<file path="src/rtl/pwc_pkg.sv">
package pwc_pkg;
    typedef enum logic [1:0] {
        ST_IDLE,
        ST_SEEK,
        ST_WIN,
        ST_EVAL
    } pwc_state_e;
endpackage

</file>
<file path="src/rtl/pwc_sample_track.sv">
module pwc_sample_track #(
    parameter int SPAN  = 256,
    parameter int IDX_W = $clog2(SPAN)
) (
    input  logic             clk,
    input  logic             rst_n,
    input  logic             restart,
    input  logic             accept,
    input  logic             smp_bit,
    output logic [IDX_W-1:0] idx,
    output logic             trans,
    output logic             at_end
);
    localparam logic [IDX_W-1:0] LAST_IDX = IDX_W'(SPAN - 1);

    logic [IDX_W-1:0] cnt_q;
    logic             prev_q;
    logic             have_prev_q;

    always_ff @(posedge clk or negedge rst_n) begin
        if (!rst_n) begin
            cnt_q       <= '0;
            prev_q      <= 1'b0;
            have_prev_q <= 1'b0;
        end else if (restart) begin
            cnt_q       <= '0;
            have_prev_q <= 1'b0;
        end else if (accept) begin
            prev_q      <= smp_bit;
            have_prev_q <= 1'b1;
            if (cnt_q != LAST_IDX) cnt_q <= cnt_q + 1'b1;
        end
    end

    assign idx    = cnt_q;
    assign at_end = (cnt_q == LAST_IDX);
    assign trans  = accept && have_prev_q && (smp_bit != prev_q);
endmodule

</file>
<file path="src/rtl/pwc_limit_cmp.sv">
module pwc_limit_cmp #(
    parameter int WID_W = 8
) (
    input  logic [WID_W-1:0] value,
    input  logic [WID_W-1:0] lo,
    input  logic [WID_W-1:0] hi,
    output logic             ok
);
    assign ok = (value >= lo) && (value <= hi);
endmodule

</file>
<file path="src/rtl/pulse_width_meter.sv">
module pulse_width_meter
    import pwc_pkg::*;
#(
    parameter int SPAN    = 256,
    parameter int WID_W   = 8,
    parameter int JIT_WIN = 6
) (
    input  logic             clk,
    input  logic             rst_n,
    input  logic             start,
    input  logic             smp_valid,
    input  logic             smp_bit,
    input  logic [WID_W-1:0] pos_lo,
    input  logic [WID_W-1:0] pos_hi,
    input  logic [WID_W-1:0] neg_lo,
    input  logic [WID_W-1:0] neg_hi,
    output logic             done,
    output logic             no_edge,
    output logic [WID_W-1:0] pos_width,
    output logic [WID_W-1:0] neg_width,
    output logic [WID_W:0]   period_sum,
    output logic             pos_ok,
    output logic             neg_ok,
    output logic             pass
);
    localparam int IDX_W = $clog2(SPAN);
    localparam int WMAX  = (1 << WID_W) - 1;
    localparam int SMAX  = (1 << (WID_W + 1)) - 1;

    pwc_state_e state_q, state_d;

    logic [IDX_W-1:0] idx, win_first, win_last, e0, e1, e2;
    logic [IDX_W-1:0] f_eff, l_eff, median;
    logic [IDX_W:0]   win_end, pair_sum;
    logic [1:0]       edge_cnt;
    logic             trans, at_end, accept;
    logic             win_pol, first_pol, miss;
    logic             cap_now, same_tr, close_now, last_edge;

    assign accept = smp_valid && !start &&
                    ((state_q == ST_SEEK) || (state_q == ST_WIN));

    pwc_sample_track #(.SPAN(SPAN), .IDX_W(IDX_W)) u_track (
        .clk     (clk),
        .rst_n   (rst_n),
        .restart (start),
        .accept  (accept),
        .smp_bit (smp_bit),
        .idx     (idx),
        .trans   (trans),
        .at_end  (at_end)
    );

    // edge capture, jitter window and median placement
    always_comb begin
        cap_now   = (state_q == ST_SEEK) && trans &&
                    ((edge_cnt == 2'd0) || (smp_bit != win_pol));
        same_tr   = (state_q == ST_WIN) && trans && (smp_bit == win_pol);
        win_end   = {1'b0, win_first} + (IDX_W+1)'(JIT_WIN - 1);
        close_now = (cap_now && at_end) ||
                    ((state_q == ST_WIN) && accept &&
                     (({1'b0, idx} == win_end) || at_end));
        f_eff     = cap_now ? idx : win_first;
        l_eff     = (cap_now || same_tr) ? idx : win_last;
        pair_sum  = {1'b0, f_eff} + {1'b0, l_eff};
        median    = pair_sum[IDX_W:1];
        last_edge = close_now && (edge_cnt == 2'd2);
    end

    always_comb begin
        state_d = state_q;
        unique case (state_q)
            ST_IDLE: if (start) state_d = ST_SEEK;
            ST_SEEK: begin
                if (start)                    state_d = ST_SEEK;
                else if (accept && at_end)    state_d = ST_EVAL;
                else if (cap_now)             state_d = ST_WIN;
            end
            ST_WIN: begin
                if (start)                    state_d = ST_SEEK;
                else if (last_edge)           state_d = ST_EVAL;
                else if (accept && at_end)    state_d = ST_EVAL;
                else if (close_now)           state_d = ST_SEEK;
            end
            ST_EVAL: state_d = start ? ST_SEEK : ST_IDLE;
            default: state_d = ST_IDLE;
        endcase
    end

    always_ff @(posedge clk or negedge rst_n) begin
        if (!rst_n) state_q <= ST_IDLE;
        else        state_q <= state_d;
    end

    // width evaluation
    function automatic logic [WID_W-1:0] sat_w(input logic [IDX_W-1:0] v);
        return (int'(v) > WMAX) ? WID_W'(WMAX) : WID_W'(v);
    endfunction

    function automatic logic [WID_W:0] sat_s(input logic [IDX_W-1:0] v);
        return (int'(v) > SMAX) ? (WID_W+1)'(SMAX) : (WID_W+1)'(v);
    endfunction

    logic [WID_W-1:0] cand [2];
    logic [WID_W-1:0] lo_v [2];
    logic [WID_W-1:0] hi_v [2];
    logic             ok_v [2];

    always_comb begin
        cand[0] = first_pol ? sat_w(e1 - e0) : sat_w(e2 - e1);
        cand[1] = first_pol ? sat_w(e2 - e1) : sat_w(e1 - e0);
        lo_v[0] = pos_lo;
        hi_v[0] = pos_hi;
        lo_v[1] = neg_lo;
        hi_v[1] = neg_hi;
    end

    for (genvar g = 0; g < 2; g++) begin : g_lim
        pwc_limit_cmp #(.WID_W(WID_W)) u_cmp (
            .value (cand[g]),
            .lo    (lo_v[g]),
            .hi    (hi_v[g]),
            .ok    (ok_v[g])
        );
    end

    // datapath and outputs
    always_ff @(posedge clk or negedge rst_n) begin
        if (!rst_n) begin
            edge_cnt   <= '0;
            win_first  <= '0;
            win_last   <= '0;
            win_pol    <= 1'b0;
            first_pol  <= 1'b0;
            miss       <= 1'b0;
            e0         <= '0;
            e1         <= '0;
            e2         <= '0;
            done       <= 1'b0;
            no_edge    <= 1'b0;
            pos_width  <= '0;
            neg_width  <= '0;
            period_sum <= '0;
            pos_ok     <= 1'b0;
            neg_ok     <= 1'b0;
            pass       <= 1'b0;
        end else begin
            done <= 1'b0;
            if (start) begin
                edge_cnt <= '0;
                miss     <= 1'b0;
            end else begin
                if (cap_now) begin
                    win_first <= idx;
                    win_last  <= idx;
                    win_pol   <= smp_bit;
                    if (edge_cnt == 2'd0) first_pol <= smp_bit;
                end
                if (same_tr) win_last <= idx;
                if (close_now) begin
                    if (edge_cnt == 2'd0)      e0 <= median;
                    else if (edge_cnt == 2'd1) e1 <= median;
                    else                       e2 <= median;
                    edge_cnt <= edge_cnt + 2'd1;
                end
                if (accept && at_end && !last_edge) miss <= 1'b1;
                if (state_q == ST_EVAL) begin
                    done <= 1'b1;
                    if (miss) begin
                        no_edge    <= 1'b1;
                        pos_width  <= '0;
                        neg_width  <= '0;
                        period_sum <= '0;
                        pos_ok     <= 1'b0;
                        neg_ok     <= 1'b0;
                        pass       <= 1'b0;
                    end else begin
                        no_edge    <= 1'b0;
                        pos_width  <= cand[0];
                        neg_width  <= cand[1];
                        period_sum <= sat_s(e2 - e0);
                        pos_ok     <= ok_v[0];
                        neg_ok     <= ok_v[1];
                        pass       <= ok_v[0] && ok_v[1];
                    end
                end
            end
        end
    end


    done_pulse_chk: assert property (@(posedge clk) disable iff (!rst_n)
        done |=> !done);


    start_quiet_chk: assert property (@(posedge clk) disable iff (!rst_n)
        start |=> !done);


    no_edge_fail_chk: assert property (@(posedge clk) disable iff (!rst_n)
        (done && no_edge) |-> (!pass && !pos_ok && !neg_ok && pos_width == '0));


    sum_match_chk: assert property (@(posedge clk) disable iff (!rst_n)
        (done && !no_edge && int'(pos_width) != WMAX && int'(neg_width) != WMAX)
        |-> (int'(period_sum) == int'(pos_width) + int'(neg_width)));


    pass_needs_ok_chk: assert property (@(posedge clk) disable iff (!rst_n)
        pass |-> (pos_ok && neg_ok && !no_edge));
endmodule

</file>
<file path="config.mk">
export PLATFORM = sky130hd
export DESIGN_NAME = pulse_width_meter
export DESIGN_NICKNAME = d
export VERILOG_FILES = /design/src/rtl/pwc_pkg.sv /design/src/rtl/pwc_sample_track.sv /design/src/rtl/pwc_limit_cmp.sv /design/src/rtl/pulse_width_meter.sv
export SDC_FILE = /design/constraint.sdc
export NUM_CORES = 1
export LEC_CHECK = 0
export ABC_AREA = 0
export ABC_CLOCK_PERIOD_IN_PS = 6850
export CAP_MARGIN = 20
export CELL_PAD_IN_SITES_DETAIL_PLACEMENT = 2
export CELL_PAD_IN_SITES_GLOBAL_PLACEMENT = 2
export CORE_MARGIN = 4
export CORE_UTILIZATION = 44
export DETAILED_ROUTE_END_ITERATION = 10
export DONT_BUFFER_PORTS = 1
export GPL_ROUTABILITY_DRIVEN = 0
export GPL_TIMING_DRIVEN = 0
export HOLD_SLACK_MARGIN = 0.02
export PLACE_DENSITY = 0.95
export SYNTH_ARGS = -nofsm -noshare
export SYNTH_HDL_FRONTEND = slang
export SYNTH_SLANG_ARGS = --single-unit
</file>
<file path="constraint.sdc">
create_clock -name clk -period 6.85 [get_ports clk]
set_input_delay 0 -clock clk [delete_from_list [all_inputs] [get_ports clk]]
set_output_delay 0 -clock clk [all_outputs]
set_load 0.05 [all_outputs]
</file>
### Word-level counts from Yosys, hierarchy flattened

Cells that the tools add are included.

* bits in registers: 87
* bits in latches: 0
* bits in writable memories: 0
* bits in read-only memories: 0
* input port bits: 37
* output and inout bits: 30
* memories kept: 0

* $add $sub $neg: 7
* multipliers: 0
* div/mod/pow operators: 0
* order comparisons: 4
* equal/unequal tests: 14
* shifts and indexed selects: 0
* mux-type cells: 34
* bitwise operators: 3
* reduce and logical (&&, ||, !) cells: 41

Operator list (number)
* $mux W8: 12
* $sub A8 B8 Y8: 3
* $mux W2: 10
* $logic_and A1 B1 Y1: 17
* $ge A8 B8 Y1: 2
* $le A8 B8 Y1: 2
* $mux W1: 11
* $reduce_and A2 Y1: 5
* $reduce_bool A2 Y1: 5
* $add A8 B3 Y9 const B: 1
* $add A8 B8 Y9: 1
* $eq A8 B9 Y1: 1
* $reduce_and A3 Y1: 3
* $add A8 B1 Y8 const B: 1
* $eq A8 B8 Y1 const B: 1
* $ne A8 B8 Y1 const B: 1
* $pmux W2 S4: 1
* $reduce_and A4 Y1: 2
* $eq A2 B2 Y1 const B: 3
* $logic_or A1 B1 Y1: 5
* $ne A5 B4 Y1 const B: 1
* $eq A2 B1 Y1 const B: 2
* $logic_not A2 Y1: 2
* $ne A4 B3 Y1 const B: 1
* 6 further kinds: 10

### Longest topological paths before layout

* depth in word-level cells: 14
* gate-level depth with buffers: 18

### By module

From an unflattened synthesis, not the netlist that was laid out.

* cell total of the unflattened synthesis: 646
* area total of the unflattened synthesis: 6461.2 µm²

Modules (own cells, without submodules)
* pulse_width_meter: times used 1, cells each 476, area an instance 5056.1 µm², sequential area each 1901.8 µm²
* pwc_limit_cmp: times used 2, cells each 57, area an instance 401.6 µm², sequential area each 0.0 µm²
* pwc_sample_track: times used 1, cells each 56, area an instance 601.8 µm², sequential area each 250.2 µm²

### Worst setup path before layout

No wires, ideal clock.

* path kind: flip-flop to flip-flop
* from: reg edge_cnt[0]
* to: reg e1[6]
* setup time: 0.125 ns
* arrival time: 3.682 ns
* data required time: 6.725 ns
* path slack: 3.044 ns
* cell stages (with the launch flop): 16
* buffers on the path: 2
* clock period less this slack: 3.806 ns
* path through: dfrtp_1 > inv_1 > ha_1 > clkbuf_1 > o21ai_0 > a21oi_1 > clkbuf_1 > mux2_2 > ha_1 > a21o_1 > a21o_1 > a21oi_1 > o21ai_0 > o21bai_1 > xor2_1 > mux2_2

* cells in the longest elaborated chain, start to end: 6
* elaborated cells on any way between the ends: 12

RTL lines
* start, declared: RTL line pulse_width_meter.sv:35 `logic [1:0] edge_cnt;`
* start signal, assigned: RTL line pulse_width_meter.sv:164 `edge_cnt <= edge_cnt + 2'd1;`
* $logic_not A2 Y1: RTL line pulse_width_meter.sv:57, pulse_width_meter.sv:161
* $logic_or A1 B1 Y1: RTL line pulse_width_meter.sv:57 `((edge_cnt == 2'd0) || (smp_bit != win_pol));`
* $logic_and A1 B1 Y1: RTL line pulse_width_meter.sv:56 `cap_now = (state_q == ST_SEEK) && trans &&`
* $logic_or A1 B1 Y1 / $logic_and A1 B1 Y1 (equally long branches): RTL line pulse_width_meter.sv:64, pulse_width_meter.sv:60
* $mux W8 / $logic_or A1 B1 Y1 (equally long branches): RTL line pulse_width_meter.sv:64, pulse_width_meter.sv:60
* $add A8 B8 Y9 / $reduce_and A4 Y1 (equally long branches)
* end signal, assigned: RTL line pulse_width_meter.sv:162 `else if (edge_cnt == 2'd1) e1 <= median;`
* end, declared: RTL line pulse_width_meter.sv:32 `logic [IDX_W-1:0] idx, win_first, win_last, e0, e1, e2;`

Parallel ways exist; a longest one is shown, timed or not.
A chain may end at the register's enable or synchronous reset.

### Worst setup path in the final report

* from: reg edge_cnt[0]
* to: reg e2[7]

* cells in the longest elaborated chain, start to end: 6
* elaborated cells on any way between the ends: 13

RTL lines
* $logic_not A2 Y1: RTL line pulse_width_meter.sv:57, pulse_width_meter.sv:161
* $logic_or A1 B1 Y1: RTL line pulse_width_meter.sv:57
* $logic_and A1 B1 Y1: RTL line pulse_width_meter.sv:56
* $logic_or A1 B1 Y1 / $logic_and A1 B1 Y1 (equally long branches): RTL line pulse_width_meter.sv:64, pulse_width_meter.sv:60
* $mux W8 / $logic_or A1 B1 Y1 (equally long branches): RTL line pulse_width_meter.sv:64, pulse_width_meter.sv:60
* $add A8 B8 Y9 / $reduce_and A4 Y1 (equally long branches)
* end signal, assigned: RTL line pulse_width_meter.sv:163 `else e2 <= median;`
* end, declared: RTL line pulse_width_meter.sv:32

Parallel ways exist; a longest one is shown, timed or not.

==> out/metrics.cfg <==
[global_routing]
grt.met2_usage = 0.538
grt.total_usage = 0.306
grt_util_met3 = 0.0594
grt_pass1_wl_um = 37600
grt-busiest-layer = met2
grt_use_met1 = 0.357
grt_overflow_total = 0
grt_pass1_vias = 6162
grt_max_degree = 87
antenna_found_initial = 1

[cts]
h-tree-depth = 3
root_buffer = clkbuf_16
cts_hold_buffers = 3
post_cts_resize_count = 0
cts_buffers = 9
cts_setup_buffers = 0
cts_tree = built
clk_path_buf_depth = 2
clkSlewWorstSetupHoldPaths_ns = 0.06
clk_latency_ns = 0.35
numClockSinks = 86

[timing]
clock.fmax_mhz = 193
min_period_ns = 5.17
finalSetupViolCount = 0
maxSlewHeadroom = 0.195
hold_viol = 0
fin_setup_tns_ns = 0
layout_setup_ws_ns = 1.68
worstMarginPinSlew_ns = 1.20
fin_hold_ws_ns = 0.0378
fin_skew_ns = 0.00835
final_max_slew_viol_count = 0
rsz0062_at_grt = false
period_share = 0.755

[logic_synthesis]
synth-edff-count = 0
syn_nets = 751
ys_top_cells_by_count = dfrtp_1, ha_1, inv_1, mux2_2, nand2_1
synth_area_leader_cell = dfrtp_1
synth_top_area_frac = 0.347
synth_most_common_cell = dfrtp_1
ys.flop_type = dfrtp_1
netlist_area_um2 = 6190
netlist_instances = 640
yosys-top-cells-area = dfrtp_1, ha_1, mux2_2, inv_1, xnor2_1
synth_async_sr_flop_share = 1.00
seq_area_frac_synth = 0.347
synth_area_per_cell_um2 = 9.68
synthDistinctLibCells = 56
ys_warn_count = 0
synth-seq-cells = 86

[critical_path]
timing.critical_path.depth = 15
end_kind = register
cp_max_fo = 10
worst_path_largest_cell_delay_ns = 0.68
critPathBufInv = 3
cp_top_family = compound AO/OA/AOI/OAI gates
critPathRequiredTime_ns = 7.08
worstSetupStartpointType = register
slowest_stage = a21oi_1
cp_cell_sequence = inv_1, ha_1, clkbuf_1, o21ai_0, a21oi_1, clkbuf_1, mux2_2, ha_1, nor2b_1, o21ai_0, nand2b_1, a21o_1, a21oi_1, o21ai_0, mux2_2
cp_common_cell = o21ai_0
rrSetupSlack_ns = 1.68
reg2reg_depth = 15
path_class = register to register
cp.arrival_ns = 5.40

[final_layout]
multi_input_area_um2 = 3720
num-nets-final = 765
layout-drive-gt1-share = 0.131
fillCellCount = 1433
diodes = 0
design_area_um2 = 6760
seq_area_um2 = 2150
area_delta_synth_final_pct = 9.07
fin_cells = 839

[routing]
viasPerCell = 6.17
drt_iter0_markers = 345
drtAntennaViolNets = 0
wl_per_cell_um = 28.6
num_vias = 5173
wl_um = 24000
remaining_drc_errors = 0
first_pass_iters = 5

[floorplanning]
dieArea_um2 = 16000
die_w_um = 127
chipHeight_um = 127
initial_core_util = 0.448
ios = 67
core_area_um2 = 13800
rows = 43

[placement]
placed_cells = 820
placed_cell_area_um2 = 6420
portBuffers = 0
dpl.hpwl_um = 16300
pre_cts_ws_ns = 1.95

[status]
status = complete, no violations

[worst_hold_path]
hp-class = input pin to register
hold_depth = 2

[pwr]
peakVddDrop_mv = 0.121
p_leak_nw = 3.35
power_density_nw_per_um2 = 234

[run]
cap_violations = 0

==> per-layer routing <==
metal | vias up | wire (um)
met5 | - | 13
met2 | 177 | 12200
met3 | 68 | 1230
met4 | 2 | 955
li1 | 2243 | -
met1 | 2683 | 9530
==> logic make-up after synthesis <==
kind of cell	count (synthesis)	share of synthesized area
AND/OR/NAND/NOR	156	0.126
other	1	0.000605
AO/OA/AOI/OAI	129	0.138
multiplexers	67	0.120
adder cells (fa/ha/maj)	74	0.154
flip-flops	86	0.347
buffers and inverters	83	0.0515
XOR/XNOR	44	0.0622
==> report_power, final <==
part / leakage, nW / switching [mW] / internal, mW
registers: 1.18 / 0.135 / 0.554
clock network: 0.135 / 0.218 / 0.277
logic: 2.04 / 0.262 / 0.135
total: 3.35 / 0.616 / 0.966
==> final timing paths <==
| kind | start | endpoint |
|---|---|---|
| min in group asynchronous | rst_n | win_last[4] |
| hold / removal | smp_bit | u_track.prev_q |
| setup / recovery | edge_cnt[0] | e2[7] |
| max in group asynchronous | rst_n | neg_width[4] |
| setup reg to reg | edge_cnt[0] | e2[7] |
| hold reg to reg | win_last[0] | win_last[0] |
==> metrics by stage <==
step	power (mW)	utilization
CTS	1.58	0.489
floorplan	0.919	-
global route	1.65	0.489
detailed placement	1.04	0.464
finish	1.58	0.489
global placement	0.983	0.464
==> layout make-up <==
cell class	instances	share of cell area
plain buffers	23	0.0139
clock buffers	14	0.0406
clock inverters	2	0.00222
inverters	60	0.0333
multi-input cells	471	0.551
flip-flops and latches	86	0.319
well taps	180	0.0333
repair buffers	3	0.00704
==> worst reg2reg max path, stage by stage, from the launching register on <==
cell and delay (ns):
dfrtp_1 0.41, inv_1 0.14, ha_1 0.17, clkbuf_1 0.41
o21ai_0 0.31, a21oi_1 0.68, clkbuf_1 0.56, mux2_2 0.42
ha_1 0.35, nor2b_1 0.16, o21ai_0 0.20, nand2b_1 0.14
a21o_1 0.20, a21oi_1 0.24, o21ai_0 0.30, mux2_2 0.37
==> cell usage in the layout (no fill, tap or decap), drive strengths merged, types with 5 or more instances in the layout <==
| cell type | n |
|---|---|
| a21o | 14 |
| a21oi | 33 |
| a22o | 11 |
| buf | 6 |
| clkbuf | 32 |
| dfrtp | 86 |
| ha | 70 |
| inv | 59 |
| mux2 | 59 |
| mux2i | 8 |
| nand2 | 58 |
| nand2b | 10 |
| nand3 | 7 |
| nand4 | 5 |
| nor2 | 33 |
| nor2b | 12 |
| nor4 | 6 |
| o21a | 7 |
| o21ai | 32 |
| o21bai | 5 |
| xnor2 | 25 |
| xor2 | 19 |
Power figures use the tool's default switching activity.
